<file path="config.mk">
export PLATFORM = sky130hd
export DESIGN_NAME = sdram_page_seq
export DESIGN_NICKNAME = d
export VERILOG_FILES = /design/src/rtl/sdram_seq_pkg.sv /design/src/rtl/sdram_bank_track.sv /design/src/rtl/sdram_burst_capture.sv /design/src/rtl/sdram_page_seq.sv
export SDC_FILE = /design/constraint.sdc
export NUM_CORES = 1
export LEC_CHECK = 0
export ABC_AREA = 1
export CORE_MARGIN = 5
export CORE_UTILIZATION = 25
export DETAILED_ROUTE_END_ITERATION = 10
export GPL_ROUTABILITY_DRIVEN = 0
export GPL_TIMING_DRIVEN = 0
export PLACE_DENSITY = 0.51
export SKIP_CTS_REPAIR_TIMING = 1
export SLEW_MARGIN = 15
export SYNTH_ARGS = -nofsm -noshare
export SYNTH_HDL_FRONTEND = slang
export SYNTH_SLANG_ARGS = --single-unit
</file>
<file path="constraint.sdc">
create_clock -name clk -period 2.6 [get_ports clk]
set_input_delay 0.52 -clock clk [delete_from_list [all_inputs] [get_ports clk]]
set_output_delay 0.52 -clock clk [all_outputs]
set_load 0.005 [all_outputs]
</file>
<file path="src/rtl/sdram_seq_pkg.sv">
package sdram_seq_pkg;

  typedef enum logic [2:0] {
    CMD_NOP = 3'd0,
    CMD_ACT = 3'd1,
    CMD_RD  = 3'd2,
    CMD_WR  = 3'd3,
    CMD_PRE = 3'd4
  } sdram_cmd_e;

  // Row-to-column delay in clocks from the configuration select.
  function automatic logic [3:0] rcd_clocks(input logic long_sel);
    return long_sel ? 4'd3 : 4'd2;
  endfunction

  // Minimum row-open time derived from the row-to-column delay.
  function automatic logic [3:0] ras_clocks(input logic [3:0] rcd);
    logic [3:0] t;
    t = rcd + 4'd2;
    if (rcd == 4'd2) t = 4'd5;
    return t;
  endfunction

endpackage

</file>
<file path="src/rtl/sdram_bank_track.sv">
module sdram_bank_track #(
  parameter int BANK_W = 2,
  parameter int ROW_W  = 13,
  parameter int AGE_W  = 3,
  localparam int NBANK = 1 << BANK_W
) (
  input  logic                             clk,
  input  logic                             rst_n,
  input  logic                             act_fire,
  input  logic                             pre_fire,
  input  logic [BANK_W-1:0]                fire_bank,
  input  logic [ROW_W-1:0]                 fire_row,
  output logic [NBANK-1:0]                 open_o,
  output logic [NBANK-1:0][ROW_W-1:0]      row_o,
  output logic [NBANK-1:0][AGE_W-1:0]      age_o
);

  localparam logic [AGE_W-1:0] AGE_SAT = '1;

  for (genvar b = 0; b < NBANK; b++) begin : g_bank
    logic             is_open;
    logic [ROW_W-1:0] open_row;
    logic [AGE_W-1:0] age;
    logic             hit_sel;

    assign hit_sel = (fire_bank == BANK_W'(b));

    always_ff @(posedge clk) begin
      if (!rst_n) begin
        is_open  <= 1'b0;
        open_row <= '0;
        age      <= AGE_SAT;
      end else if (act_fire && hit_sel) begin
        is_open  <= 1'b1;
        open_row <= fire_row;
        age      <= '0;
      end else begin
        if (pre_fire && hit_sel) is_open <= 1'b0;
        if (age != AGE_SAT) age <= age + 1'b1;
      end
    end

    assign open_o[b] = is_open;
    assign row_o[b]  = open_row;
    assign age_o[b]  = age;
  end

endmodule

</file>
<file path="src/rtl/sdram_burst_capture.sv">
module sdram_burst_capture #(
  parameter int DATA_W    = 32,
  parameter int CAS_LAT   = 2,
  parameter int BURST_LEN = 4,
  localparam int BEAT_W   = $clog2(BURST_LEN),
  localparam int CNT_W    = $clog2(CAS_LAT + BURST_LEN)
) (
  input  logic              clk,
  input  logic              rst_n,
  input  logic              start,
  input  logic [BEAT_W-1:0] start_ofs,
  input  logic [DATA_W-1:0] mem_rdata,
  output logic              beat_rdy,
  output logic [DATA_W-1:0] beat_data,
  output logic [BEAT_W-1:0] beat_ofs,
  output logic              last_beat
);

  localparam logic [CNT_W-1:0] FIRST_C = CNT_W'(CAS_LAT);
  localparam logic [CNT_W-1:0] LAST_C  = CNT_W'(CAS_LAT + BURST_LEN - 1);

  logic              active;
  logic [CNT_W-1:0]  cnt;
  logic [BEAT_W-1:0] start_q;
  logic              in_window;
  logic [CNT_W-1:0]  idx_full;

  assign in_window = active && (cnt >= FIRST_C) && (cnt <= LAST_C);
  assign last_beat = active && (cnt == LAST_C);
  assign idx_full  = cnt - FIRST_C;

  always_ff @(posedge clk) begin
    if (!rst_n) begin
      active    <= 1'b0;
      cnt       <= '0;
      start_q   <= '0;
      beat_rdy  <= 1'b0;
      beat_data <= '0;
      beat_ofs  <= '0;
    end else begin
      if (start) begin
        active  <= 1'b1;
        cnt     <= '0;
        start_q <= start_ofs;
      end else if (active) begin
        cnt <= cnt + 1'b1;
        if (last_beat) active <= 1'b0;
      end
      beat_rdy <= in_window;
      if (in_window) begin
        beat_data <= mem_rdata;
        beat_ofs  <= start_q + idx_full[BEAT_W-1:0];
      end
    end
  end

endmodule

</file>
<file path="src/rtl/sdram_page_seq.sv">
module sdram_page_seq #(
  parameter int ROW_W     = 13,
  parameter int BANK_W    = 2,
  parameter int COL_W     = 8,
  parameter int DATA_W    = 32,
  parameter int CAS_LAT   = 2,
  parameter int BURST_LEN = 4,
  localparam int HADDR_W  = ROW_W + BANK_W + COL_W,
  localparam int BEAT_W   = $clog2(BURST_LEN),
  localparam int NBANK    = 1 << BANK_W
) (
  input  logic               clk,
  input  logic               rst_n,
  input  logic               cfg_rcd_long,
  input  logic               req_valid,
  input  logic               req_write,
  input  logic [HADDR_W-1:0] req_addr,
  input  logic [DATA_W-1:0]  req_wdata,
  output logic               req_ready,
  output logic               host_rdy,
  output logic [DATA_W-1:0]  host_rdata,
  output logic [BEAT_W-1:0]  host_beat,
  output logic [2:0]         mem_cmd,
  output logic [BANK_W-1:0]  mem_bank,
  output logic [ROW_W-1:0]   mem_addr,
  output logic [DATA_W-1:0]  mem_wdata,
  output logic               mem_wr_en,
  input  logic [DATA_W-1:0]  mem_rdata
);
  import sdram_seq_pkg::*;

  localparam int AGE_W = 3;

  typedef enum logic [1:0] {ST_IDLE, ST_BUSY, ST_BURST} seq_state_e;

  seq_state_e        state;
  logic              q_write;
  logic [BANK_W-1:0] q_bank;
  logic [ROW_W-1:0]  q_row;
  logic [COL_W-1:0]  q_col;
  logic [DATA_W-1:0] q_wdata;
  logic              wr_rdy_q;

  logic [NBANK-1:0]            bank_open;
  logic [NBANK-1:0][ROW_W-1:0] bank_row;
  logic [NBANK-1:0][AGE_W-1:0] bank_age;

  logic             sel_open;
  logic             sel_row_hit;
  logic [AGE_W:0]   age_next;
  logic [3:0]       rcd_clk;
  logic [3:0]       ras_clk;
  logic             rcd_ok;
  logic             ras_ok;
  sdram_cmd_e       nxt_cmd;

  // Named internal events, also observed by the checker.
  logic ev_act, ev_pre, ev_col, ev_rd_start, ev_rbeat, ev_burst_last;
  logic [DATA_W-1:0] cap_data;
  logic [BEAT_W-1:0] cap_ofs;

  assign sel_open    = bank_open[q_bank];
  assign sel_row_hit = (bank_row[q_bank] == q_row);
  assign age_next    = {1'b0, bank_age[q_bank]} + 1'b1;
  assign rcd_clk     = rcd_clocks(cfg_rcd_long);
  assign ras_clk     = ras_clocks(rcd_clk);
  assign rcd_ok      = (4'(age_next) >= rcd_clk);
  assign ras_ok      = (4'(age_next) >= ras_clk);

  always_comb begin
    nxt_cmd = CMD_NOP;
    if (state == ST_BUSY) begin
      if (!sel_open)          nxt_cmd = CMD_ACT;
      else if (!sel_row_hit) begin
        if (ras_ok)           nxt_cmd = CMD_PRE;
      end else if (rcd_ok)    nxt_cmd = q_write ? CMD_WR : CMD_RD;
    end
  end

  assign ev_act      = (nxt_cmd == CMD_ACT);
  assign ev_pre      = (nxt_cmd == CMD_PRE);
  assign ev_col      = (nxt_cmd == CMD_RD) || (nxt_cmd == CMD_WR);
  assign ev_rd_start = (nxt_cmd == CMD_RD);

  sdram_bank_track #(
    .BANK_W (BANK_W),
    .ROW_W  (ROW_W),
    .AGE_W  (AGE_W)
  ) u_track (
    .clk       (clk),
    .rst_n     (rst_n),
    .act_fire  (ev_act),
    .pre_fire  (ev_pre),
    .fire_bank (q_bank),
    .fire_row  (q_row),
    .open_o    (bank_open),
    .row_o     (bank_row),
    .age_o     (bank_age)
  );

  sdram_burst_capture #(
    .DATA_W    (DATA_W),
    .CAS_LAT   (CAS_LAT),
    .BURST_LEN (BURST_LEN)
  ) u_cap (
    .clk       (clk),
    .rst_n     (rst_n),
    .start     (ev_rd_start),
    .start_ofs (q_col[BEAT_W-1:0]),
    .mem_rdata (mem_rdata),
    .beat_rdy  (ev_rbeat),
    .beat_data (cap_data),
    .beat_ofs  (cap_ofs),
    .last_beat (ev_burst_last)
  );

  always_ff @(posedge clk) begin
    if (!rst_n) begin
      state     <= ST_IDLE;
      q_write   <= 1'b0;
      q_bank    <= '0;
      q_row     <= '0;
      q_col     <= '0;
      q_wdata   <= '0;
      mem_cmd   <= CMD_NOP;
      mem_bank  <= '0;
      mem_addr  <= '0;
      mem_wdata <= '0;
      mem_wr_en <= 1'b0;
      wr_rdy_q  <= 1'b0;
    end else begin
      mem_cmd   <= nxt_cmd;
      mem_wr_en <= ev_col && q_write;
      wr_rdy_q  <= ev_col && q_write;
      if (nxt_cmd != CMD_NOP) mem_bank <= q_bank;
      if (ev_act)      mem_addr <= q_row;
      else if (ev_col) mem_addr <= {{(ROW_W-COL_W){1'b0}}, q_col};
      else             mem_addr <= '0;
      if (ev_col && q_write) mem_wdata <= q_wdata;

      unique case (state)
        ST_IDLE: if (req_valid) begin
          q_write <= req_write;
          q_col   <= req_addr[COL_W-1:0];
          q_bank  <= req_addr[COL_W +: BANK_W];
          q_row   <= req_addr[COL_W+BANK_W +: ROW_W];
          q_wdata <= req_wdata;
          state   <= ST_BUSY;
        end
        ST_BUSY: if (ev_col) state <= q_write ? ST_IDLE : ST_BURST;
        ST_BURST: if (ev_burst_last) state <= ST_IDLE;
        default: state <= ST_IDLE;
      endcase
    end
  end

  assign req_ready  = (state == ST_IDLE);
  assign host_rdy   = wr_rdy_q | ev_rbeat;
  assign host_rdata = cap_data;
  assign host_beat  = cap_ofs;

endmodule

</file>
==> results.cfg <==
[setup_path]
reg2reg_depth = 17
worst-endpoint-required_ns = 3.02
rr_startpoint = q_bank[1]
crit_arrival_ns = 2.97
startpoint_type = flop
cp-end-kind = flop
r2r-end = mem_wdata[18]
cp_max_fo = 10
crit_type = reg2reg
r2r_slack_ns = 0.05

[yosys]
async_flop_share_pct = 0
syn_avg_cell_area_um2 = 7.060
synth_edf_count = 0
synth_top_area_share_pct = 47.88
ys_warn_count = 0
netlist_instances = 1291
ys_seq_area_share_pct = 47.88
syn_area_um2 = 9115
synth_largest_area_cell = dfxtp_1
synth_top_cells_by_area = dfxtp_1, nor2_1, nand2_1
ys.flop_type = dfxtp_1
yosys_register_bits = 218
ys_types = 32
synthesis.nets = 1397

[power_and_ir_drop]
p_leak_uw = 0.005727
ir_drop_mv = 0.4712
power.density_nw_per_um2 = 707.8
total_power_uw = 9334

[run_status]
run_status = finished, final reports clean

[hold_path]
hold_depth = 2
holdPathEnd = mem_wdata[24]
holdCritStartpoint = mem_wdata[24]
hp-class = reg2reg

[global_routing]
grt_pass1_wl_um = 47530
overflow = 0
antenna_found_initial = 2
grt_usage_pct = 14.46
grt_max_degree = 15
grt_pass1_vias = 8662

[timing]
finalMaxSlewViolations = 0
hold_violations = 0
setup_viol = 0
rsz0062_at_grt = true
timing.fmax_ghz = 0.3915
tightest_slew_ns = 0.6872
clock_skew_ns = 0.01510
final.min_clock_period_ns = 2.554
finalCritPeriodShare_pct = 98.24
slew-limit-headroom_pct = 54.19

[floorplanning]
die_h_um = 200.9
pin_count = 179
core_um2 = 36260
rows = 70
die_w_um = 200.9
start_util_pct = 25.14
dieArea_um2 = 40380

[routing]
drc = 0
routed_wirelength_um = 30880
avgViaCountPerCell = 4.334
vias = 8708
final_antenna_net_count = 0
wire_per_inst_um = 15.37
drt_iter0_drc = 388
dr.pass1.iters = 5

[final_layout]
drive_gt1_share_pct = 11.62
antenna_cells = 0
synthToLayoutAreaGrowth_pct = 44.67
utilization_pct = 36.37
fin_nets = 1629

[job]
maxCapViolations = 0

[cts]
htree_levels = 1
numCtsBuffers = 25
clkLatencyLatePin_ns = 0.52
cts.clk_slew.worst_paths_ns = 0.07
cts.root.buffer_cell = clkbuf_16
tritoncts = yes
clock_sinks = 218
cts_buffer_depth = 3

[placement]
post-dp-hpwl_um = 22170
port_buffers = 178
-- area by class of cell --
cell class	instances	area (um2)
plain buffers	70	531.8
clock buffers	30	684.4
clock inverters	15	210.2
fillers	3886	23070
inverters	99	402.9
multi-input cells	904	4253
flip-flops and latches	218	4367
well taps	468	585.6
repair buffers	205	2152
-- metal layers --
metal  vias up  track usage [%]  part of all wire [%]
met3        43            4.992                   8.5
met1      3963            17.67                    42
li1       4481                -                     -
met2       219            24.66                    48
met5         -                0                 0.036
met4         2            3.220                   1.8
-- power breakdown --
part	switching [uW]	internal (uW)	total, uW
Clock	1470	2370	3850
Sequential	161	3560	3720
Combinational	983	781	1760
-- worst max path at each step --
stage               cells past startpoint  slack (ns)      start       endpoint
finish                                 17        0.05  q_bank[1]  mem_wdata[18]
global route                           21       -0.10  q_bank[0]    mem_addr[4]
CTS                                    13       -0.42  q_bank[1]  mem_wdata[27]
detailed placement                     13       -0.40  q_bank[1]  mem_wdata[27]
global placement                       13       -0.35  q_bank[1]  mem_wdata[21]
floorplan                              16        0.42  q_bank[0]  mem_wdata[21]
-- worst max-delay path, cell delays in order, from the launching register on --
cell     delay [ns]
dfxtp_2        0.34
buf_6          0.15
nand2_2        0.14
nor2_1         0.07
nor2_2         0.14
nand2_1        0.06
nand2_1        0.05
nand2_1        0.06
nor2_2         0.15
nand2_2        0.09
nor2_4         0.20
nand2_4        0.09
nor3_4         0.30
nand2_4        0.10
buf_12         0.16
buf_8          0.14
o21ai_0        0.14
nor2_1         0.05
-- registers in the layout (all words and copies together), names as in the netlist --
name	flops
mem_addr	13
mem_bank	2
q_write	1
q_row	13
u_track.g_bank.age	12
state	2
u_cap.beat_rdy	1
u_cap.active	1
q_bank	2
q_col	8
u_track.g_bank.open_row	52
u_cap.cnt	3
u_track.g_bank.is_open	4
u_cap.beat_ofs	2
wr_rdy_q	1
q_wdata	32
mem_wdata	32
u_cap.start_q	2
mem_cmd	3
u_cap.beat_data	32
-- cell families (layout without fill, tap and decap cells) --
| group | count (synthesis) | after routing | share of synthesized area [%] |
|---|---|---|---|
| AND/OR/NAND/NOR | 708 | 708 | 31.78 |
| flip-flops | 218 | 218 | 47.88 |
| AO/OA/AOI/OAI | 175 | 175 | 9.883 |
| buffers and inverters | 169 | 419 | 7.865 |
| adder cells (fa/ha/maj) | 14 | 14 | 1.922 |
| XOR/XNOR | 7 | 7 | 0.6726 |
-- metrics by stage --
step | instances | hold slack [ns] | setup TNS (ns) | worst slack [ns] | instance area, um2
6_report | 2009 | 0.4684 | 0 | 0.04566 | 13190
2_1_floorplan | 1291 | 0.4495 | 0 | 0.4217 | 9115
3_5_place_dp | 1937 | 0.4658 | -18.34 | -0.3952 | 11480
5_1_grt | 2009 | 0.5002 | -4.571 | -0.1016 | 13190
4_1_cts | 1982 | 0.4809 | -21.31 | -0.4211 | 12380
3_3_place_gp | 1937 | 0.4573 | -13.40 | -0.3513 | 11480
-- cell usage after synthesis (3+ instances only) --
| cell type | instances |
|---|---|
| o21ai_0 | 132 |
| nand2_1 | 268 |
| a21oi_1 | 23 |
| xnor2_1 | 7 |
| nand2_2 | 4 |
| ha_1 | 14 |
| inv_1 | 95 |
| buf_4 | 4 |
| buf_6 | 6 |
| clkbuf_1 | 43 |
| dfxtp_1 | 218 |
| nand4_4 | 5 |
| o21ai_2 | 5 |
| nor2_1 | 368 |
| o21ai_1 | 12 |
| nand3_1 | 49 |
| buf_2 | 16 |
| nor2_4 | 4 |
| nor2_2 | 3 |
-- layout by cell type (no fill, tap or decap), drive strengths merged --
master	Yosys	final
nor2	375	375
nand2	274	274
dfxtp	218	218
clkdlybuf4s50	0	178
o21ai	149	149
inv	98	99
clkbuf	43	77
nand3	50	50
buf	27	50
a21oi	23	23
ha	14	14
clkinv	1	10
xnor2	7	7
nand4	6	6
bufinv	0	5
or2	1	1
o22ai	1	1
nand3b	1	1
nor3	1	1
o211ai	1	1
a211oi	1	1
Note: power is estimated with default switching activity, not from simulation.
